## src/rtl/dgroup_tracker.sv

```systemverilog
module dgroup_tracker #(
  parameter int TAG_W     = 4,
  parameter int CLS_W     = 4,
  parameter int NPRED     = 2,
  parameter int GDEPTH    = 6,
  parameter int MAX_SLOTS = 5
) (
  input  logic                   clk,
  input  logic                   rst,
  input  logic                   term_mode,
  input  logic                   in_valid,
  input  logic                   in_stalled,
  input  logic [TAG_W-1:0]       in_tag,
  input  logic [CLS_W-1:0]       in_class,
  input  logic                   in_branch,
  input  logic                   in_record,
  input  logic                   in_load,
  input  logic [NPRED-1:0]       pred_valid,
  input  logic [NPRED-1:0]       pred_store,
  input  logic [NPRED-1:0]       pred_ctr,
  input  logic [NPRED*TAG_W-1:0] pred_tag,
  input  logic                   noop_emit,
  output logic [2:0]             slot_count,
  output logic [1:0]             branch_count,
  output logic                   group_start,
  output logic                   hazard,
  output logic [2:0]             noop_count
);
  localparam int PTR_W = $clog2(GDEPTH + 1);
  localparam logic [2:0] FULL  = 3'(MAX_SLOTS);
  localparam logic [2:0] LIMIT = 3'(MAX_SLOTS + 1);

  logic [TAG_W-1:0] tbl_tag [GDEPTH];
  logic [GDEPTH-1:0] tbl_v;
  logic [PTR_W-1:0]  ptr;
  logic [2:0]        slot_q;
  logic [1:0]        br_q;
  logic              gs_q;

  logic [2:0] base_w, wgt;
  logic       first_cls, must_first;

  always_comb begin
    case (in_class)
      CLS_W'(1), CLS_W'(2):            base_w = 3'd2;
      CLS_W'(3), CLS_W'(4), CLS_W'(5): base_w = 3'd4;
      default:                         base_w = 3'd1;
    endcase
  end

  assign wgt        = (base_w == 3'd1 && in_record) ? 3'd2 : base_w;
  assign first_cls  = (in_class == CLS_W'(6)) || (in_class == CLS_W'(7)) || (in_class == CLS_W'(8));
  assign must_first = (wgt > 3'd1) || first_cls;

  logic [NPRED-1:0] in_grp;
  genvar gp;
  generate
    for (gp = 0; gp < NPRED; gp++) begin : g_pred
      logic [GDEPTH-1:0] hit;
      for (genvar ge = 0; ge < GDEPTH; ge++) begin : g_ent
        assign hit[ge] = tbl_v[ge] && (tbl_tag[ge] == pred_tag[gp*TAG_W +: TAG_W]);
      end
      assign in_grp[gp] = pred_valid[gp] && (|hit);
    end
  endgenerate

  logic ls_hit, ctr_hit;
  assign ls_hit  = in_load   && |(in_grp & pred_store);
  assign ctr_hit = in_branch && |(in_grp & pred_ctr);
  assign hazard  = in_valid && !in_stalled && (ls_hit || ctr_hit);

  always_comb begin
    if (!hazard || slot_q >= LIMIT) noop_count = 3'd0;
    else if (term_mode)             noop_count = 3'd1;
    else                            noop_count = FULL - slot_q;
  end

  logic close_full, restart, noop_close, room;
  assign close_full = (slot_q >= FULL) || (in_branch && br_q == 2'd1);
  assign restart    = must_first && (slot_q != 3'd0);
  assign noop_close = term_mode || (slot_q == LIMIT);
  assign room       = ptr < PTR_W'(GDEPTH);

  always_ff @(posedge clk) begin
    if (rst) begin
      tbl_v  <= '0;
      ptr    <= '0;
      slot_q <= '0;
      br_q   <= '0;
      gs_q   <= 1'b0;
    end else begin
      gs_q <= 1'b0;
      if (in_valid) begin
        if (close_full) begin
          tbl_v  <= '0;
          ptr    <= '0;
          slot_q <= '0;
          br_q   <= '0;
          gs_q   <= 1'b1;
        end else if (restart) begin
          tbl_v      <= GDEPTH'(1);
          tbl_tag[0] <= in_tag;
          ptr        <= PTR_W'(1);
          slot_q     <= wgt;
          br_q       <= {1'b0, in_branch};
          gs_q       <= 1'b1;
        end else begin
          if (room) begin
            tbl_v[ptr]   <= 1'b1;
            tbl_tag[ptr] <= in_tag;
            ptr          <= ptr + PTR_W'(1);
          end
          slot_q <= slot_q + wgt;
          br_q   <= br_q + {1'b0, in_branch};
        end
      end else if (noop_emit) begin
        if (noop_close) begin
          tbl_v  <= '0;
          ptr    <= '0;
          slot_q <= '0;
          br_q   <= '0;
          gs_q   <= 1'b1;
        end else begin
          if (room) begin
            tbl_v[ptr] <= 1'b0;
            ptr        <= ptr + PTR_W'(1);
          end
          slot_q <= slot_q + 3'd1;
        end
      end
    end
  end

  assign slot_count   = slot_q;
  assign branch_count = br_q;
  assign group_start  = gs_q;
endmodule


```

## config.mk

```make
export PLATFORM = sky130hd
export DESIGN_NAME = dgroup_tracker
export DESIGN_NICKNAME = d
export VERILOG_FILES = /design/src/rtl/dgroup_tracker.sv
export SDC_FILE = /design/constraint.sdc
export NUM_CORES = 1
export LEC_CHECK = 0
export BUFFER_PORTS_ARGS = -buffer_cell sky130_fd_sc_hd__buf_4
export CORE_AREA = 3 3 81 83
export DETAILED_ROUTE_END_ITERATION = 10
export DIE_AREA = 0 0 84 86
export PLACE_DENSITY = 0.66
export SLEW_MARGIN = 20
export SYNTH_ARGS = -nofsm -noshare
export SYNTH_HDL_FRONTEND = slang
export SYNTH_SLANG_ARGS = --single-unit
```

## constraint.sdc

```tcl
create_clock -name clk -period 2.6 [get_ports clk]
set_input_delay 0.52 -clock clk [delete_from_list [all_inputs] [get_ports clk]]
set_output_delay 0.52 -clock clk [all_outputs]
set_load 0.01 [all_outputs]
```

==> results of run 1 <==
==> sequential cells by signal (all words and copies together), names as in the netlist <==
| register | flops |
|---|---|
| tbl_tag | 24 |
| tbl_v | 6 |
| ptr | 3 |
| slot_count | 3 |
| branch_count | 2 |
| group_start | 1 |
==> worst max-delay path, stage by stage, from the launching register on <==
cell,delay (ns)
edfxtp_1,0.45
xor2_1,0.17
o41ai_1,0.51
o31ai_2,0.17
a211oi_1,0.23
buf_4,0.16
==> path summary, 6_finish.rpt <==
path	slack, ns	cells past startpoint	start	to
worst max-delay path	0.11	5	tbl_tag[4][2]$_DFFE_PP_	noop_count[2]
worst min-delay path	0.45	1	in_tag[2]	tbl_tag[5][2]$_DFFE_PP_
worst max register to register	0.37	8	slot_count[1]$_SDFFE_PP0P_	tbl_tag[1][0]$_DFFE_PP_
worst min register to register	0.52	2	branch_count[1]$_SDFFE_PP0P_	branch_count[1]$_SDFFE_PP0P_
==> cell type report <==
type,instances,area share [%]
clock inverter,3,0.819
clock buffer,5,2.25
sequential,39,33.4
multi-input combinational,207,47.0
timing repair buffer,51,12.5
inverter,7,0.860
tap,75,3.07
==> power groups by stage <==
stage                     Combinational, W  Sequential [W]  Clock (W)
after floorplan                   0.000213        0.000721          0
after global placement            0.000319        0.000728          0
after detailed placement          0.000320        0.000729          0
after CTS                         0.000322        0.000714   0.000430
after global routing              0.000361        0.000720   0.000458
final                             0.000322        0.000715   0.000419
==> timing repair <==
action                     CTS  global route
setup endpoints to repair    0             1
resized for setup            0             1
hold buffers                 0             0
buffers inserted             0             0
==> synth_stat cells (3+ instances only) <==
cell	instances
nand3b_1	6
a211oi_1	6
nand2b_1	4
nand3_1	12
o311ai_0	5
dfxtp_1	15
a21oi_1	12
mux2i_1	3
o22ai_1	5
xnor2_1	12
nor2_1	19
inv_1	7
o31ai_1	6
clkbuf_1	9
a22o_1	3
edfxtp_1	24
o21ai_0	6
a31oi_1	3
o21ai_1	3
buf_6	3
xor2_1	38
nor3_1	16
ha_1	7
nand2_1	18
==> through the flow <==
stage,setup slack (ns),std cells,utilization [%],power [W],hold WS (ns)
after global placement,0.0538,379,49.9,0.00105,0.509
after detailed placement,0.0306,379,49.9,0.00105,0.510
after global routing,-0.00157,387,51.6,0.00154,0.444
final,0.114,387,51.6,0.00146,0.453
after CTS,0.0957,387,51.5,0.00147,0.446
after floorplan,0.0703,269,-,0.000935,0.460
==> per-layer routing <==
| metal | global-route usage, % | up-vias | wire length, um |
|---|---|---|---|
| met5 | 0 | - | 0 |
| met3 | 5.38 | 10 | 427 |
| met1 | 24.6 | 980 | 2940 |
| met4 | 6.58 | 0 | 107 |
| li1 | - | 1060 | - |
| met2 | 26.2 | 71 | 2640 |
==> cells by family (layout without fill, tap and decap cells) <==
| family | Yosys count | after routing | share of synthesized area, % |
|---|---|---|---|
| muxes | 4 | 4 | 1.60 |
| adders and majority gates | 8 | 8 | 4.16 |
| DFF | 39 | 39 | 39.5 |
| buffers and inverters | 23 | 66 | 5.13 |
| AOI/OAI and AO/OA | 59 | 59 | 15.9 |
| xor gates and xnor gates | 50 | 50 | 16.9 |
| and+or+nand+nor | 86 | 86 | 16.7 |
==> impl.org, run 1 <==
** Run status
- The flow ran to the end, and the final reports show no timing, DRC or antenna violations.

** Cells and area
- # diodes :: 0
- In the final layout, flip-flops and latches occupy 1020 um2.
- Share of layout cells above drive strength 1 :: 22.4%
- In the final design database the tool counted 350 nets.
- In the layout the commonest cells are buf_4 (51), xor2_1 (38), edfxtp_1 (24).
- Fillers :: 547
- The multi-input combinational cells in the finished layout cover a total of 1440 um2.
- From synthesis to final layout, the design area changed by 18.2%.
- Most common library cell in the layout ignoring fill and taps :: buf_4
- After routing the design area is 3050 um2.

** Pwr
- Maximum vdd ir drop :: 0.215 mV
- Internal portion of total power :: 0.00102 W
- Power spread over the standard cell area amounts to 477 nW/um2.
- Of the total power, registers draw 49.1%.
- In this run the static leakage power is 1.21 nW.
- Switching share of power :: 29.6%
- Of the total power, the clock network draws 28.8%.
- Combinational share of power :: 22.1%
- The analysis attributes to net switching a power of 0.000430 W.

** Synth
- After synthesis, the share of flip-flops with an asynchronous set or reset is 0%.
- Share of the synthesized area in the top cell type :: 27.9%
- Counting flops and latches in the post-synthesis netlist gives 39.
- Count of yosys warnings during synthesis :: 0
- Post-synth cell types :: 47
- For this run, the leading register cell type out of synthesis is edfxtp_1.
- Sequential cells were found to cover 39.5% of the synthesized design area.
- Syn Std Cell Area :: 2580 um2
- Counting every net in the synthesized netlist gives 308.
- In the post-synthesis netlist, the biggest area contributors are edfxtp_1 (28%), xor2_1 (13%), dfxtp_1 (12%), xnor2_1 (4.1%), ha_1 (3.4%).
- Number of cells produced by synthesis :: 269
- Synthesized area per cell :: 9.61 um2
- Area leader, netlist :: edfxtp_1
- Number of enable-type register cells in the synthesized netlist :: 24

** Setup path
- For the worst setup path, the data arrival time is 1.97 ns.
- The worst setup path is captured at an output pin.
- By startpoint and endpoint, the worst setup path is classified as flop to output pin.
- Max Fanout on Critical Path :: 3
- Critical path required time :: 2.08 ns
- The worst setup path is launched from a flop.

** Detailed routing
- Total via count after detailed routing :: 2121
- Antenna-violating nets left :: 0
- Detailed Routing Iterations Pass 1 :: 4
- In the routed layout, each cell is associated on average with a via count of 5.48.
- Dividing the detail-routed wire length by the instance count gives 15.8 um.
- The first routing iteration left 161 violations.
- After detailed routing, the number of remaining DRC violations is 0.
- Aggregate routed wire length :: 6.12 mm

** Place
- The placed instances occupy a cell area of 2960 um2.
- IO Port Bufs :: 40
- Routability congestion estimate from global placement :: 0.867
- DP HPWL :: 4.71 mm

** STA
- Final critical-path required period :: 2.49 ns
- For the final database, setup skew stands at 0.00545 ns.
- Number of endpoints with negative hold slack in the final report :: 0
- The number of pins with negative max-slew slack in the final report is 0.
- After layout, the worst path uses 95.6% of the clock period.
- Derived from the worst setup path, the maximum achievable clock frequency is 402 MHz.
- Actual transition at the worst max-transition pin :: 0.561 ns
- Headroom to the max-slew limit came out at 62.2%.
- Setup violations remaining at the end of the flow were counted as 0.
- Adding up every negative setup slack in the final design gives 0 ns.

** Global routing
- Via count of the first global-routing pass :: 2000
- The first global-routing pass estimated 10.2 mm of wire.
- Antenna violations before repair :: 0
- Overall track demand over capacity in global routing :: 17.8%
- Pin count of the biggest net entering global routing :: 18
- Remaining Overflow, GRT :: 0

** Clock tree
- Cell at the root of the clock tree :: clkbuf_8
- Total clock sinks :: 39
- TritonCTS built the clock tree.
- TritonCTS created 5 clock buffers.
- Clock transition time at the flip-flop clock pins of the worst setup and hold paths :: 0.08 ns
- Insertion delay of the later-clocked pin in the worst-skew pair :: 0.30 ns
- The H-tree was split into 2 levels.
- The longest clock path from root to sink contains 2 buffers.

** Job
- The tool flagged a number of max-cap violations equal to 0.

** Die
- In this run the vertical extent of the chip is 86 um.
- Cell Rows :: 28
- For this configuration, the core starts out at a cell density of 43.7%.
- From left edge to right edge, the die measures 84 um.
- During I/O placement, the number of pins put on the boundary was 41.
- Area of the die :: 7220 um2
- Core area :: 5920 um2

** Worst hold path
- Type of the worst min-delay path :: primary input to flop
(Power assumes the default switching activity.)
==> inputs of run 2 (changes only) <==
--- a/config.mk
+++ b/config.mk
@@ -9,7 +9,7 @@
 export CORE_AREA = 3 3 81 83
 export DETAILED_ROUTE_END_ITERATION = 10
 export DIE_AREA = 0 0 84 86
-export PLACE_DENSITY = 0.66
+export PLACE_DENSITY_LB_ADDON = 0.3
 export SLEW_MARGIN = 20
 export SYNTH_ARGS = -nofsm -noshare
 export SYNTH_HDL_FRONTEND = slang
==> impl.org, run 2 (synthesis results as in run 1) <==
** Die
- Horizontal extent of the die :: 84 um (unchanged)
- The initial cell density of the core was 43.7% (unchanged).
- The core box area was 5920 um2 (unchanged).
- Cell Rows :: 28 (unchanged)
- The full die area was 7220 um2 (unchanged).
- Overall die height :: 86 um (unchanged)
- I/O pin total :: 41 (unchanged)

** STA
- Maximum clock frequency :: 408 MHz (was 402 MHz)
- The post-route minimum period was 2.45 ns (was 2.49 ns).
- Setup repair after global routing left no endpoint under its margin.
- The total of endpoints with negative setup slack in the final report came to 0 (unchanged).
- The number of pins with negative max-slew slack in the final report was 0 (unchanged).
- Post-Route Skew :: 0.00544 ns (was 0.00545 ns)
- Fin crit share :: 94.2% (was 95.6%)
- Number of endpoints with negative hold slack in the final report :: 0 (unchanged)
- The normalized max-slew margin was 61.5% (was 62.2%).
- Actual transition at the worst max-transition pin :: 0.571 ns (was 0.561 ns)

** Setup path
- The critical path required time was 2.08 ns (about the same).
- Critical path class :: flop to output pin (unchanged)
- Delay of the slowest critical-path stage :: 0.44 ns (was 0.51 ns)
- Worst path cell trace: xor2_1 > nor3_1 > nand3_1 > nand2_1 > o31ai_1 > a211oi_1 > buf_4 (was xor2_1 > o41ai_1 > o31ai_2 > a211oi_1 > buf_4).
- Max Fanout on Critical Path :: 3 (unchanged)
- The category of the worst setup path capture point is an output pin (unchanged).
- Arrival time at the worst endpoint :: 1.93 ns (was 1.97 ns)
- The type of element launching the critical path is a flop (unchanged).
- Crit-path slowest cell :: edfxtp_1 (was o41ai_1)

** Job
- Maxcap violations :: 0 (unchanged)

** Clock tree
- The CTS tree was yes (unchanged).
- The clock tree buffer depth came to 2 (unchanged).
- Post-CTS setup buffers :: 0 (unchanged)
- The clock-pin slew on the worst setup and hold paths came to 0.08 ns (about the same).
- The number of buffers added by the clock tree synthesis step is 5 (unchanged).
- Number of hold buffers added after cts :: 0 (unchanged)
- Cell at the root of the clock tree :: clkbuf_8 (unchanged)
- The maximum level of the CTS H-tree was 2 (unchanged).
- Total clock sinks :: 39 (unchanged)
- Insertion delay of the later-clocked pin in the worst-skew pair :: 0.29 ns (was 0.30 ns)

** Pwr
- The peak supply drop is 0.219 mV (was 0.215 mV).
- The net switching power was 0.000418 W (was 0.000430 W).
- The internal power summed over all cells was 0.00102 W (about the same).
- The fraction of power spent switching nets came to 29.1% (was 29.6%).
- The clock network power share is 28.0% (was 28.8%).
- Register share of total power :: 49.8% (was 49.1%)
- The static power due to leakage is 1.21 nW (about the same).
- Combinational share of power :: 22.2% (was 22.1%)
- The power density over the cells was 471 nW/um2 (was 477 nW/um2).

** Detailed routing
- Aggregate routed wire length :: 6.00 mm (was 6.12 mm)
- Detailed Routing Iterations Pass 1 :: 4 (unchanged)
- Number of DRC violations after detailed routing :: 0 (unchanged)
- Wire per inst :: 15.5 um (was 15.8 um)
- Antenna-violating nets left :: 0 (unchanged)
- Violation count after the first detailed-route iteration :: 114 (was 161)
- Post-detailed-route via-to-cell ratio :: 5.43 (was 5.48)
- Total via count after detailed routing :: 2097 (was 2121)

** Place
- Number of instances in the placed design :: 378 (was 379)
- IO Port Bufs :: 40 (unchanged)
- The final estimated routing congestion in global placement is 0.845 (was 0.867).
- The placed wire-length estimate after detailed placement was 4.61 mm (was 4.71 mm).

** Cells and area
- The share of layout cells above drive strength 1 was 22.5% (was 22.4%).
- Post-Layout Cell Count :: 386 (was 387)
- Number of flip-flops in the largest register :: 24 (unchanged)
- Layout overhead on the synthesized area :: 17.8% (was 18.2%)
- The most common library cell in the layout ignoring fill and taps is buf_4 (unchanged).
- Fillers :: 540 (was 547)
- # diodes :: 0 (unchanged)
- The register with the most flip-flops is tbl_tag (unchanged).
- Largest registers ranked by flip-flop count: tbl_tag: 24 flops, tbl_v: 6 flops (unchanged).
- Commonest non-fill, non-tap cells in the layout: buf_4 (50), xor2_1 (38), edfxtp_1 (24) (was buf_4 (51), xor2_1 (38), edfxtp_1 (24)).
- Util after Layout :: 51.4% (was 51.6%)
- Final Net Count :: 349 (was 350)

** Global routing
- Remaining Overflow, GRT :: 0 (unchanged)
- The total routing resource utilization after global routing is 17.4% (was 17.8%).
- The largest net degree at the start of global routing is 18 (unchanged).
- The via count of the first global-routing pass was 2042 (was 2000).
- First-pass GRT wire length :: 9.94 mm (was 10.2 mm)
- The initial antenna violation count came to 0 (unchanged).

** Run status
- Status: finished, final reports clean (unchanged).

** Worst hold path
- The classification of the worst-slack hold path was primary input to flop (unchanged).
==> run 2: final cells by class <==
class                           instances  area, um2  area share [%]
Multi-Input combinational cell        207       1440            47.2
Sequential cell                        39       1020            33.6
Timing Repair Buffer                   50        375            12.3
Tap cell                               75       93.8            3.08
Clock buffer                            5       68.8            2.26
Inverter                                7       26.3           0.863
Clock inverter                          3       20.0           0.657
==> run 2: routing by layer <==
metal	share of wire, %	up-vias	track usage [%]
li1	-	1053	-
met1	45	975	22.0
met2	49	62	29.7
met3	5.1	7	4.13
met4	1.0	0	4.82
met5	0	-	0
==> run 2: power by group through the flow <==
stage | Clock (W) | Combinational [W] | Sequential [W]
floorplan | 0 | 0.000213 | 0.000721
global placement | 0 | 0.000313 | 0.000728
detailed placement | 0 | 0.000316 | 0.000729
CTS | 0.000413 | 0.000318 | 0.000714
global route | 0.000435 | 0.000355 | 0.000719
finish | 0.000403 | 0.000318 | 0.000715
==> run 2: worst max-delay path, delay by kind of cell, from the launching register on <==
family	cells	cell delay, ns
buffers and inverters	1	0.17
XOR/XNOR	1	0.19
AO/OA/AOI/OAI	2	0.59
AND/OR/NAND/NOR	3	0.24
flip-flops	1	0.44
==> run 2: path summary, 6_finish.rpt <==
kind	cells after the start	to	start	slack [ns]
worst max-delay path	7	noop_count[1]	tbl_tag[3][0]$_DFFE_PP_	0.15
worst min-delay path	1	tbl_tag[4][1]$_DFFE_PP_	in_tag[1]	0.47
worst max register to register	8	tbl_tag[1][1]$_DFFE_PP_	slot_count[1]$_SDFFE_PP0P_	0.44
worst min register to register	2	tbl_v[5]$_SDFFE_PP0P_	tbl_v[5]$_SDFFE_PP0P_	0.51
==> run 2: through the flow <==
stage	TNS, ns	total power, W	worst slack, ns	cell area [um2]	hold slack [ns]
after CTS	0	0.00145	0.0583	3040	0.462
final	0	0.00144	0.152	3050	0.467
after detailed placement	-0.368	0.00105	-0.0520	2950	0.502
after floorplan	0	0.000935	0.0703	2580	0.460
after global placement	-0.176	0.00104	-0.0441	2950	0.501
after global routing	0	0.00151	0.000971	3050	0.456
==> run 2: timing repair <==
item	4_1_cts	5_1_grt
endpoints found under the hold margin	0	0
setup endpoints to repair	0	2
gates resized for setup	0	2
